===== config.mk =====
export PLATFORM = sky130hd
export DESIGN_NAME = halfband_interp2
export DESIGN_NICKNAME = d
export VERILOG_FILES = /design/src/rtl/hbi_pkg.sv /design/src/rtl/hbi_tapline.sv /design/src/rtl/hbi_mac.sv /design/src/rtl/hbi_round_sat.sv /design/src/rtl/halfband_interp2.sv
export SDC_FILE = /design/constraint.sdc
export NUM_CORES = 2
export LEC_CHECK = 0
export ABC_CLOCK_PERIOD_IN_PS = 14550
export BUFFER_PORTS_ARGS = -buffer_cell sky130_fd_sc_hd__buf_4
export CAP_MARGIN = 5
export CORE_MARGIN = 5
export CORE_UTILIZATION = 23
export CTS_CLUSTER_SIZE = 24
export DETAILED_ROUTE_END_ITERATION = 6
export GPL_ROUTABILITY_DRIVEN = 0
export PLACE_DENSITY = 0.39
export SYNTH_ARGS = -nofsm -noshare
export SYNTH_HDL_FRONTEND = slang
export SYNTH_SLANG_ARGS = --single-unit

===== constraint.sdc =====
create_clock -name clk -period 14.55 [get_ports clk]
set_clock_uncertainty 0.1 [all_clocks]
set_input_delay 1.455 -clock clk [delete_from_list [all_inputs] [get_ports clk]]
set_output_delay 1.455 -clock clk [all_outputs]
set_load 0.05 [all_outputs]

===== src/rtl/hbi_pkg.sv =====
// Package: hbi_pkg
// Shared sizes and the fixed tap set of the half-band interpolator.
// Assumes the weights are scaled by 2^COEF_FRAC and the centre tap equals 2^COEF_FRAC.
package hbi_pkg;
    localparam int SAMPLE_W   = 10;
    localparam int COEF_W     = 16;
    localparam int COEF_FRAC  = 14;
    localparam int PAIRS      = 11;
    localparam int HIST_LEN   = 2 * PAIRS;
    localparam int CENTRE_POS = PAIRS - 1;
    localparam int TAP_COUNT  = 4 * PAIRS - 1;

    // Weight of the tap pair at odd distance 2*m+1 from the centre.
    function automatic logic signed [COEF_W-1:0] arm_coef(input int m);
        case (m)
            0:       return 16'sd10343;
            1:       return -16'sd3224;
            2:       return 16'sd1688;
            3:       return -16'sd979;
            4:       return 16'sd572;
            5:       return -16'sd322;
            6:       return 16'sd170;
            7:       return -16'sd81;
            8:       return 16'sd33;
            9:       return -16'sd10;
            10:      return 16'sd2;
            default: return 16'sd0;
        endcase
    endfunction
endpackage


===== src/rtl/hbi_tapline.sv =====
// Module: hbi_tapline
// Holds the last HIST sample values in two's complement. Each strobe shifts in one sample.
// Forms the symmetric pair sums (newest+oldest, ...) and taps out the middle sample.
// Assumes load is high for a single clock per input sample.
module hbi_tapline #(
    parameter int W     = hbi_pkg::SAMPLE_W,
    parameter int PAIRS = hbi_pkg::PAIRS,
    localparam int HIST = 2 * PAIRS,
    localparam int PW   = W + 1
) (
    input  logic                 clk,
    input  logic                 rst_n,
    input  logic                 load,
    input  logic signed [W-1:0]  din,
    output logic signed [PW-1:0] pair_sum [PAIRS],
    output logic signed [W-1:0]  centre
);
    logic signed [W-1:0] hist_q [HIST];

    // Shift the history by one place on each strobe; clear on reset.
    always_ff @(posedge clk) begin
        if (!rst_n) begin
            for (int j = 0; j < HIST; j++) hist_q[j] <= '0;
        end else if (load) begin
            hist_q[0] <= din;
            for (int j = 1; j < HIST; j++) hist_q[j] <= hist_q[j-1];
        end
    end

    // Pre-add mirrored taps so that each weight needs one multiplier.
    generate
        for (genvar i = 0; i < PAIRS; i++) begin : g_pair
            assign pair_sum[i] = PW'(hist_q[i]) + PW'(hist_q[HIST-1-i]);
        end
    endgenerate

    // The middle sample feeds the centre phase.
    assign centre = hist_q[PAIRS-1];

    // a strobe places the new sample at the head and moves the old head one place down.
    p_load_shift_r2: assert property (@(posedge clk) disable iff (!rst_n)
        load |=> (hist_q[0] == $past(din)) && (hist_q[1] == $past(hist_q[0])));

    // without a strobe the history stays put.
    p_hold_idle_r2: assert property (@(posedge clk) disable iff (!rst_n)
        !load |=> $stable(hist_q[0]) && $stable(hist_q[HIST-1]));
endmodule


===== src/rtl/hbi_mac.sv =====
// Module: hbi_mac
// Multiplies each pair sum by its fixed weight in one register stage.
// Adds the products at full precision in a second stage.
// Delays the centre sample by the same two stages.
// Assumes the pair sums stay stable for two clocks after each strobe.
module hbi_mac #(
    parameter int W      = hbi_pkg::SAMPLE_W,
    parameter int CW     = hbi_pkg::COEF_W,
    parameter int PAIRS  = hbi_pkg::PAIRS,
    localparam int PW    = W + 1,
    localparam int PRODW = PW + CW,
    localparam int ACCW  = PRODW + $clog2(PAIRS)
) (
    input  logic                    clk,
    input  logic                    rst_n,
    input  logic signed [PW-1:0]    pair_sum [PAIRS],
    input  logic signed [W-1:0]     centre_in,
    output logic signed [ACCW-1:0]  acc_q,
    output logic signed [W-1:0]     centre_q
);
    logic signed [CW-1:0]    k_w    [PAIRS];
    logic signed [PRODW-1:0] prod_q [PAIRS];
    logic signed [ACCW-1:0]  acc_d;
    logic signed [W-1:0]     mid_q;

    // Pair i joins history slots i and HIST-1-i, which lie 2*(PAIRS-1-i)+1 taps from the centre.
    generate
        for (genvar i = 0; i < PAIRS; i++) begin : g_coef
            assign k_w[i] = hbi_pkg::arm_coef(PAIRS - 1 - i);
        end
    endgenerate

    // Stage 1: register one product per weight.
    always_ff @(posedge clk) begin
        if (!rst_n) begin
            for (int i = 0; i < PAIRS; i++) prod_q[i] <= '0;
        end else begin
            for (int i = 0; i < PAIRS; i++)
                prod_q[i] <= PRODW'(pair_sum[i]) * PRODW'(k_w[i]);
        end
    end

    // Full-precision sum of the registered products.
    always_comb begin
        acc_d = '0;
        for (int i = 0; i < PAIRS; i++) acc_d = acc_d + ACCW'(prod_q[i]);
    end

    // Stage 2: register the sum; the centre sample travels alongside it.
    always_ff @(posedge clk) begin
        if (!rst_n) begin
            acc_q    <= '0;
            mid_q    <= '0;
            centre_q <= '0;
        end else begin
            acc_q    <= acc_d;
            mid_q    <= centre_in;
            centre_q <= mid_q;
        end
    end
endmodule


===== src/rtl/hbi_round_sat.sv =====
// Module: hbi_round_sat
// Rounds a full-precision sum half-up to the sample grid and clamps it to W signed bits.
// Assumes the sum is scaled by 2^FRAC and that adding the rounding constant cannot overflow ACCW bits.
module hbi_round_sat #(
    parameter int W    = hbi_pkg::SAMPLE_W,
    parameter int FRAC = hbi_pkg::COEF_FRAC,
    parameter int ACCW = 32
) (
    input  logic signed [ACCW-1:0] acc,
    output logic signed [W-1:0]    y
);
    localparam logic signed [ACCW-1:0] HALF  = ACCW'(2 ** (FRAC - 1));
    localparam logic signed [ACCW-1:0] VMAX  = ACCW'(2 ** (W - 1) - 1);
    localparam logic signed [ACCW-1:0] VMIN  = -ACCW'(2 ** (W - 1));

    logic signed [ACCW-1:0] rnd;
    logic signed [ACCW-1:0] shifted;

    // Add half an output step, drop the fraction, then clamp without wrapping.
    always_comb begin
        rnd     = acc + HALF;
        shifted = rnd >>> FRAC;
        if (shifted > VMAX)      y = VMAX[W-1:0];
        else if (shifted < VMIN) y = VMIN[W-1:0];
        else                     y = shifted[W-1:0];
    end
endmodule


===== src/rtl/halfband_interp2.sv =====
// Module: halfband_interp2
// Two-times half-band interpolator. Takes one offset-binary sample every second clock
// and writes one offset-binary sample every clock.
// A strobe captured at edge E yields the filter phase at E+3 and the centre phase at E+4.
// Assumes in_valid is high on exactly every second clock.
module halfband_interp2 #(
    parameter int SAMPLE_W  = hbi_pkg::SAMPLE_W,
    parameter int COEF_W    = hbi_pkg::COEF_W,
    parameter int COEF_FRAC = hbi_pkg::COEF_FRAC,
    parameter int PAIRS     = hbi_pkg::PAIRS
) (
    input  logic                clk,
    input  logic                rst_n,
    input  logic                in_valid,
    input  logic [SAMPLE_W-1:0] in_code,
    output logic [SAMPLE_W-1:0] out_code
);
    localparam int PW    = SAMPLE_W + 1;
    localparam int PRODW = PW + COEF_W;
    localparam int ACCW  = PRODW + $clog2(PAIRS);
    localparam logic signed [SAMPLE_W-1:0] SAT_MAX = SAMPLE_W'(2 ** (SAMPLE_W - 1) - 1);
    localparam logic signed [SAMPLE_W-1:0] SAT_MIN = -SAMPLE_W'(2 ** (SAMPLE_W - 1));
    localparam logic signed [ACCW-1:0] HI_TRIP =
        ACCW'(2 ** (SAMPLE_W - 1)) * ACCW'(2 ** COEF_FRAC) - ACCW'(2 ** (COEF_FRAC - 1));
    localparam logic signed [ACCW-1:0] LO_TRIP =
        -(ACCW'(2 ** (SAMPLE_W - 1)) * ACCW'(2 ** COEF_FRAC)) - ACCW'(2 ** (COEF_FRAC - 1));

    logic signed [SAMPLE_W-1:0] din_tc;
    logic signed [PW-1:0]       pair_sum [PAIRS];
    logic signed [SAMPLE_W-1:0] centre_w;
    logic signed [ACCW-1:0]     acc_q;
    logic signed [SAMPLE_W-1:0] centre_q;
    logic signed [SAMPLE_W-1:0] fir_y;
    logic signed [SAMPLE_W-1:0] out_tc;
    logic                       ph_load, ph_mul, ph_acc;

    // Offset binary to two's complement: flip the top bit.
    assign din_tc = {~in_code[SAMPLE_W-1], in_code[SAMPLE_W-2:0]};

    hbi_tapline #(.W(SAMPLE_W), .PAIRS(PAIRS)) u_tapline (
        .clk      (clk),
        .rst_n    (rst_n),
        .load     (in_valid),
        .din      (din_tc),
        .pair_sum (pair_sum),
        .centre   (centre_w)
    );

    hbi_mac #(.W(SAMPLE_W), .CW(COEF_W), .PAIRS(PAIRS)) u_mac (
        .clk       (clk),
        .rst_n     (rst_n),
        .pair_sum  (pair_sum),
        .centre_in (centre_w),
        .acc_q     (acc_q),
        .centre_q  (centre_q)
    );

    hbi_round_sat #(.W(SAMPLE_W), .FRAC(COEF_FRAC), .ACCW(ACCW)) u_round_sat (
        .acc (acc_q),
        .y   (fir_y)
    );

    // Phase tracker: marks the clock in which the sum for the newest strobe sits in acc_q.
    always_ff @(posedge clk) begin
        if (!rst_n) begin
            ph_load <= 1'b0;
            ph_mul  <= 1'b0;
            ph_acc  <= 1'b0;
        end else begin
            ph_load <= in_valid;
            ph_mul  <= ph_load;
            ph_acc  <= ph_mul;
        end
    end

    // Output register: the filter phase follows a fresh sum, otherwise the centre phase.
    always_ff @(posedge clk) begin
        if (!rst_n) out_tc <= '0;
        else        out_tc <= ph_acc ? fir_y : centre_q;
    end

    // Two's complement back to offset binary.
    assign out_code = {~out_tc[SAMPLE_W-1], out_tc[SAMPLE_W-2:0]};

    // strobes never fall on consecutive clocks.
    p_strobe_spacing_r2: assert property (@(posedge clk) disable iff (!rst_n)
        in_valid |=> !in_valid);

    // the filter phase is followed by the centre phase.
    p_phase_alternates_r2: assert property (@(posedge clk) disable iff (!rst_n)
        ph_acc |=> !ph_acc);

    // a sum that rounds above full scale lands on the top code.
    p_clamp_high_r9: assert property (@(posedge clk) disable iff (!rst_n)
        (ph_acc && (acc_q >= HI_TRIP)) |=> (out_tc == SAT_MAX));

    // a sum that rounds below full scale lands on the bottom code.
    p_clamp_low_r9: assert property (@(posedge clk) disable iff (!rst_n)
        (ph_acc && (acc_q < LO_TRIP)) |=> (out_tc == SAT_MIN));
endmodule


; ---- Word level (Yosys, flattened, before mapping)
; Memories as Yosys holds them, arrays and structs flattened.
; Index checks and enable logic that the tools add are counted.
[classes]
addsub = 22
mul = 10
n_lt_le_gt_ge = 2
mux = 41
n_bitwise = 35
[op_table]
columns = op, count
row1 = $mux W27, 11
row2 = $mux W10, 25
row3 = $add A31 B27 Y31, 8
row4 = $add A10 B10 Y11, 11
row5 = $mul A11 B9 Y20 const B, 3
row6 = $mul A11 B8 Y19 const B, 2
row7 = $or A1 B1 Y1, 33
row8 = $add A31 B15 Y31 const B, 1
row9 = $add A28 B27 Y29, 1
row10 = $add A27 B27 Y28, 1
row11 = $mul A11 B15 Y26 const B, 1
row12 = $mul A11 B11 Y22 const B, 1
row13 = $mul A11 B10 Y21 const B, 1
row14 = $mul A11 B7 Y18 const B, 1
row15 = $gt A17 B10 Y1 const B, 1
row16 = $lt A17 B10 Y1 const B, 1
row17 = $mul A11 B4 Y15 const B, 1
row18 = $mux W1, 5
row19 = $not A1 Y1, 2
[word_totals]
reg_bits = 64
ramBits = 517
input_bits = 13
output_inout_bits = 10
elab_cells = 119
mem_count = 2
[mem_list]
columns = name, depth, word_bits, read_ports, rd_clocked_by_memory_dff, write_ports, line
row1 = u_mac.prod_q, 11, 27, 11, 0, 11, hbi_mac.sv:22  ; logic signed [PRODW-1:0] prod_q [PAIRS];
row2 = u_tapline.hist_q, 22, 10, 22, 0, 22, hbi_tapline.sv:18  ; logic signed [W-1:0] hist_q [HIST];

; ---- Depth between registers and ports, before layout
; An unclocked memory read counts as a cell.
[depth]
ltp_word = 11
mapped_depth = 31
depth_no_buf = 31

; ---- By module
; Synthesis repeated with hierarchy kept, for this count alone.
[unflattened]
hier_cells = 4725
area_unflattened_um2 = 47100.2
[by_module_without_submodules]
columns = module, n_inst, cells_each, area_each_um2, seq_area_each_um2
row1 = hbi_mac, 1, 3512, 33193.1, 5245.0
row2 = hbi_tapline, 1, 1100, 12874.8, 6606.3
row3 = halfband_interp2, 1, 49, 531.8, 260.2
row4 = hbi_round_sat, 1, 64, 500.5, 0.0

; ---- Worst setup path after synthesis
; No wires, ideal clock.
[synth_timing]
path_type = input port to flip-flop
start = in in_valid
end = mem u_tapline.hist_q[0][0] (netlist bit) (enable)
setup_time_ps = 621
t_arrival_ps = 7260
required_ps = 13829
setup_slack_ps = 6569
cell_stages = 3
path_cell_list = clkbuf_1 clkbuf_1 nand2b_1
[synth_lines]
columns = item, line
row1 = "start, declared", halfband_interp2.sv:14  ; input logic in_valid,
row2 = "end, declared", hbi_tapline.sv:18

==> results.ini <==
[run_status]
status = complete, no violations

[clock_tree]
cts_tree = yes
cts.sinks = 482
cts_buffers = 57
hold_buffers = 0
path_clk_slew_ns = 0.06
cts_max_path_buffers = 3
htree_levels = 2
root_buffer = clkbuf_16
cts_setup_buffers = 0
cts.repair.resized = 0
clk_latency_ns = 0.66

[yosys]
yosys.area.top_type = fa_1
synth_ff_type = dfxtp_1
synthesis.area_mm2 = 0.04403
syn_avg_cell_area_um2 = 10.31
synthesis.nets = 5446
synth_cells = 4272
async_reset_ff_frac = 0
synth.yosys.seq_area_share = 0.2692
yosys_warnings = 0
synth_cell_types = 81
synth_edf_count = 220
synth_seq_cells = 482
synth_top_area_share = 0.2110
yosys-top-cells-area = fa_1, ha_1, edfxtp_1

[timing]
worst_pin_slew_ns = 0.9817
hold_viol = 0
setup_violations = 0
timing.fmax_mhz = 127.6
setup_tns_ns = 0
maxSlewHeadroom = 0.3408
fin_crit_ns = 7.837
period_share = 0.5387
finalMaxSlewViolations = 0
rsz0062_at_grt = false

[setup_path]
start_kind = flip-flop
crit_type = reg -> reg
r2r_slack_ns = 6.71
cp-end-kind = flip-flop
crit_arrival_ns = 8.24
crit_fanout = 6
crit_required_ns = 14.95

[die]
core_area_mm2 = 0.1904
die_w_um = 447.5
chipHeight_um = 447.5
die_area_mm2 = 0.2003
start_util = 0.2313
num_rows = 160
pin_count = 23

[finish]
final_nets = 5456
layout.cells.non_filler = 6845
synthToLayoutAreaGrowth_pct = 11.63
fin_util = 0.2581
drive_above_1_share = 0.03972
postLayoutCellArea_mm2 = 0.04915

[global_route]
overflow = 0
grt_max_degree = 113
gr-usage-all-layers = 0.1201
grt_pass1_wl_mm = 184.5
grt_pass1_vias = 30260
antenna_found_initial = 8

[place]
dp.cells = 6734
placedInstanceArea_mm2 = 0.04713
hpwl_mm = 97.80
io_buffers = 22

[drt]
wire_per_inst_um = 17.27
drt_iter0_markers = 1170
vias = 28010
drtAntennaViolNets = 0
drc = 0
via_per_inst = 4.093
routed_wl_mm = 118.2
drt_pass1_iterations = 5

[run]
max_cap_violations = 0

[min_path]
hold_path.class = reg -> reg

area by class of cell:
type,instances,area [um^2]
Antenna cell,4,10.01
Timing Repair Buffer,40,319.1
Clock inverter,35,420.4
Fill cell,20240,141200
Inverter,826,3105
Sequential cell,482,11850
Clock buffer,72,1589
Multi-Input combinational cell,2875,28710
Tap cell,2511,3142
stage by stage:
step                      setup WS (ns)  hold slack [ns]
after floorplan                   6.569           0.3119
after global placement            6.715           0.3171
after detailed placement          6.797           0.3229
after CTS                         6.735           0.3342
after global routing              6.231           0.3659
final                             6.713           0.3315
sequential cells by signal, summed over array words and instances, names as in the netlist:
name,count
ph_load,1
u_mac.mid_q,10
u_mac.centre_q,10
out_tc,10
ph_mul,1
u_mac.acc_q,18
ph_acc,1
u_tapline.hist_q,220
u_mac.prod_q,211
synthesized netlist by cell type (36+ instances only):
library cell and number:
a21o_1 83, a21oi_1 188, and2_1 131, and3_1 194, clkbuf_1 75, dfxtp_1 262, edfxtp_1 220, fa_1 464
ha_1 697, inv_1 826, nand2_1 106, nand3_1 40, nor2_1 246, nor2b_1 36, nor3_1 54, o21ai_0 80
o21bai_1 49, xnor2_1 179, xor2_1 97
per-layer routing:
layer | share of wire | global-route usage | wire, um | vias to the layer above
met4 | 0.014 | 0.01899 | 1608 | 0
met1 | 0.50 | 0.1698 | 58610 | 13680
met5 | 0 | 0 | 0 | -
met2 | 0.47 | 0.2021 | 55580 | 200
li1 | - | - | - | 14050
met3 | 0.021 | 0.01167 | 2427 | 86
logic make-up (layout without fill, tap and decap cells):
logic type	Yosys count	count (layout)	share of synthesized area
AO/OA/AOI/OAI	540	540	0.08008
XOR/XNOR	277	277	0.05542
adder cells (fa/ha/maj)	1162	1162	0.4093
buffers and inverters	915	973	0.07900
flip-flops	482	482	0.2692
multiplexers	13	13	0.003041
other	0	4	0
AND/OR/NAND/NOR	883	883	0.1040
worst max-delay path: stages (launching register included):
cell and delay [ns]:
dfxtp_1 0.31, fa_1 0.47, ha_1 0.25, fa_1 0.40
a21o_1 0.19, a21oi_1 0.21, nand2b_1 0.18, a211o_1 0.17
a31oi_1 0.17, nand4_1 0.14, nand3b_1 0.08, a21oi_1 0.55
xor2_1 0.26, fa_1 0.47, fa_1 0.53, fa_1 0.44
fa_1 0.54, inv_1 0.04, ha_1 0.37, a21oi_1 0.26
a21oi_1 0.10, o21ai_0 0.15, or2b_2 0.34, o211ai_2 0.10
a21oi_2 0.11, o41a_1 0.41, nor3_1 0.23, nor3b_2 0.07
placed cells by master (no fill, tap or decap), types with 49 or more instances in the layout:
cell type / n
a21o_1: 83
nor3_1: 54
nand2_1: 106
and2_1: 131
xor2_1: 97
a21oi_1: 187
ha_1: 697
inv_1: 825
dfxtp_1: 262
edfxtp_1: 220
fa_1: 464
nor2_1: 246
o21ai_0: 80
o21bai_1: 49
xnor2_1: 179
and3_1: 194
clkbuf_16: 59
worst paths after layout:
path,from,cells past startpoint,to
min reg2reg,ph_load$_SDFF_PN0_,1,ph_mul$_SDFF_PN0_
max reg2reg,u_mac.prod_q[0][2]$_SDFF_PN0_,27,u_mac.acc_q[30]$_SDFF_PN0_
min,ph_load$_SDFF_PN0_,1,ph_mul$_SDFF_PN0_
max,u_mac.prod_q[0][2]$_SDFF_PN0_,27,u_mac.acc_q[30]$_SDFF_PN0_
Power is not shown: default switching activity piles up to over one toggle a cycle in this logic, so the estimate is an artifact.
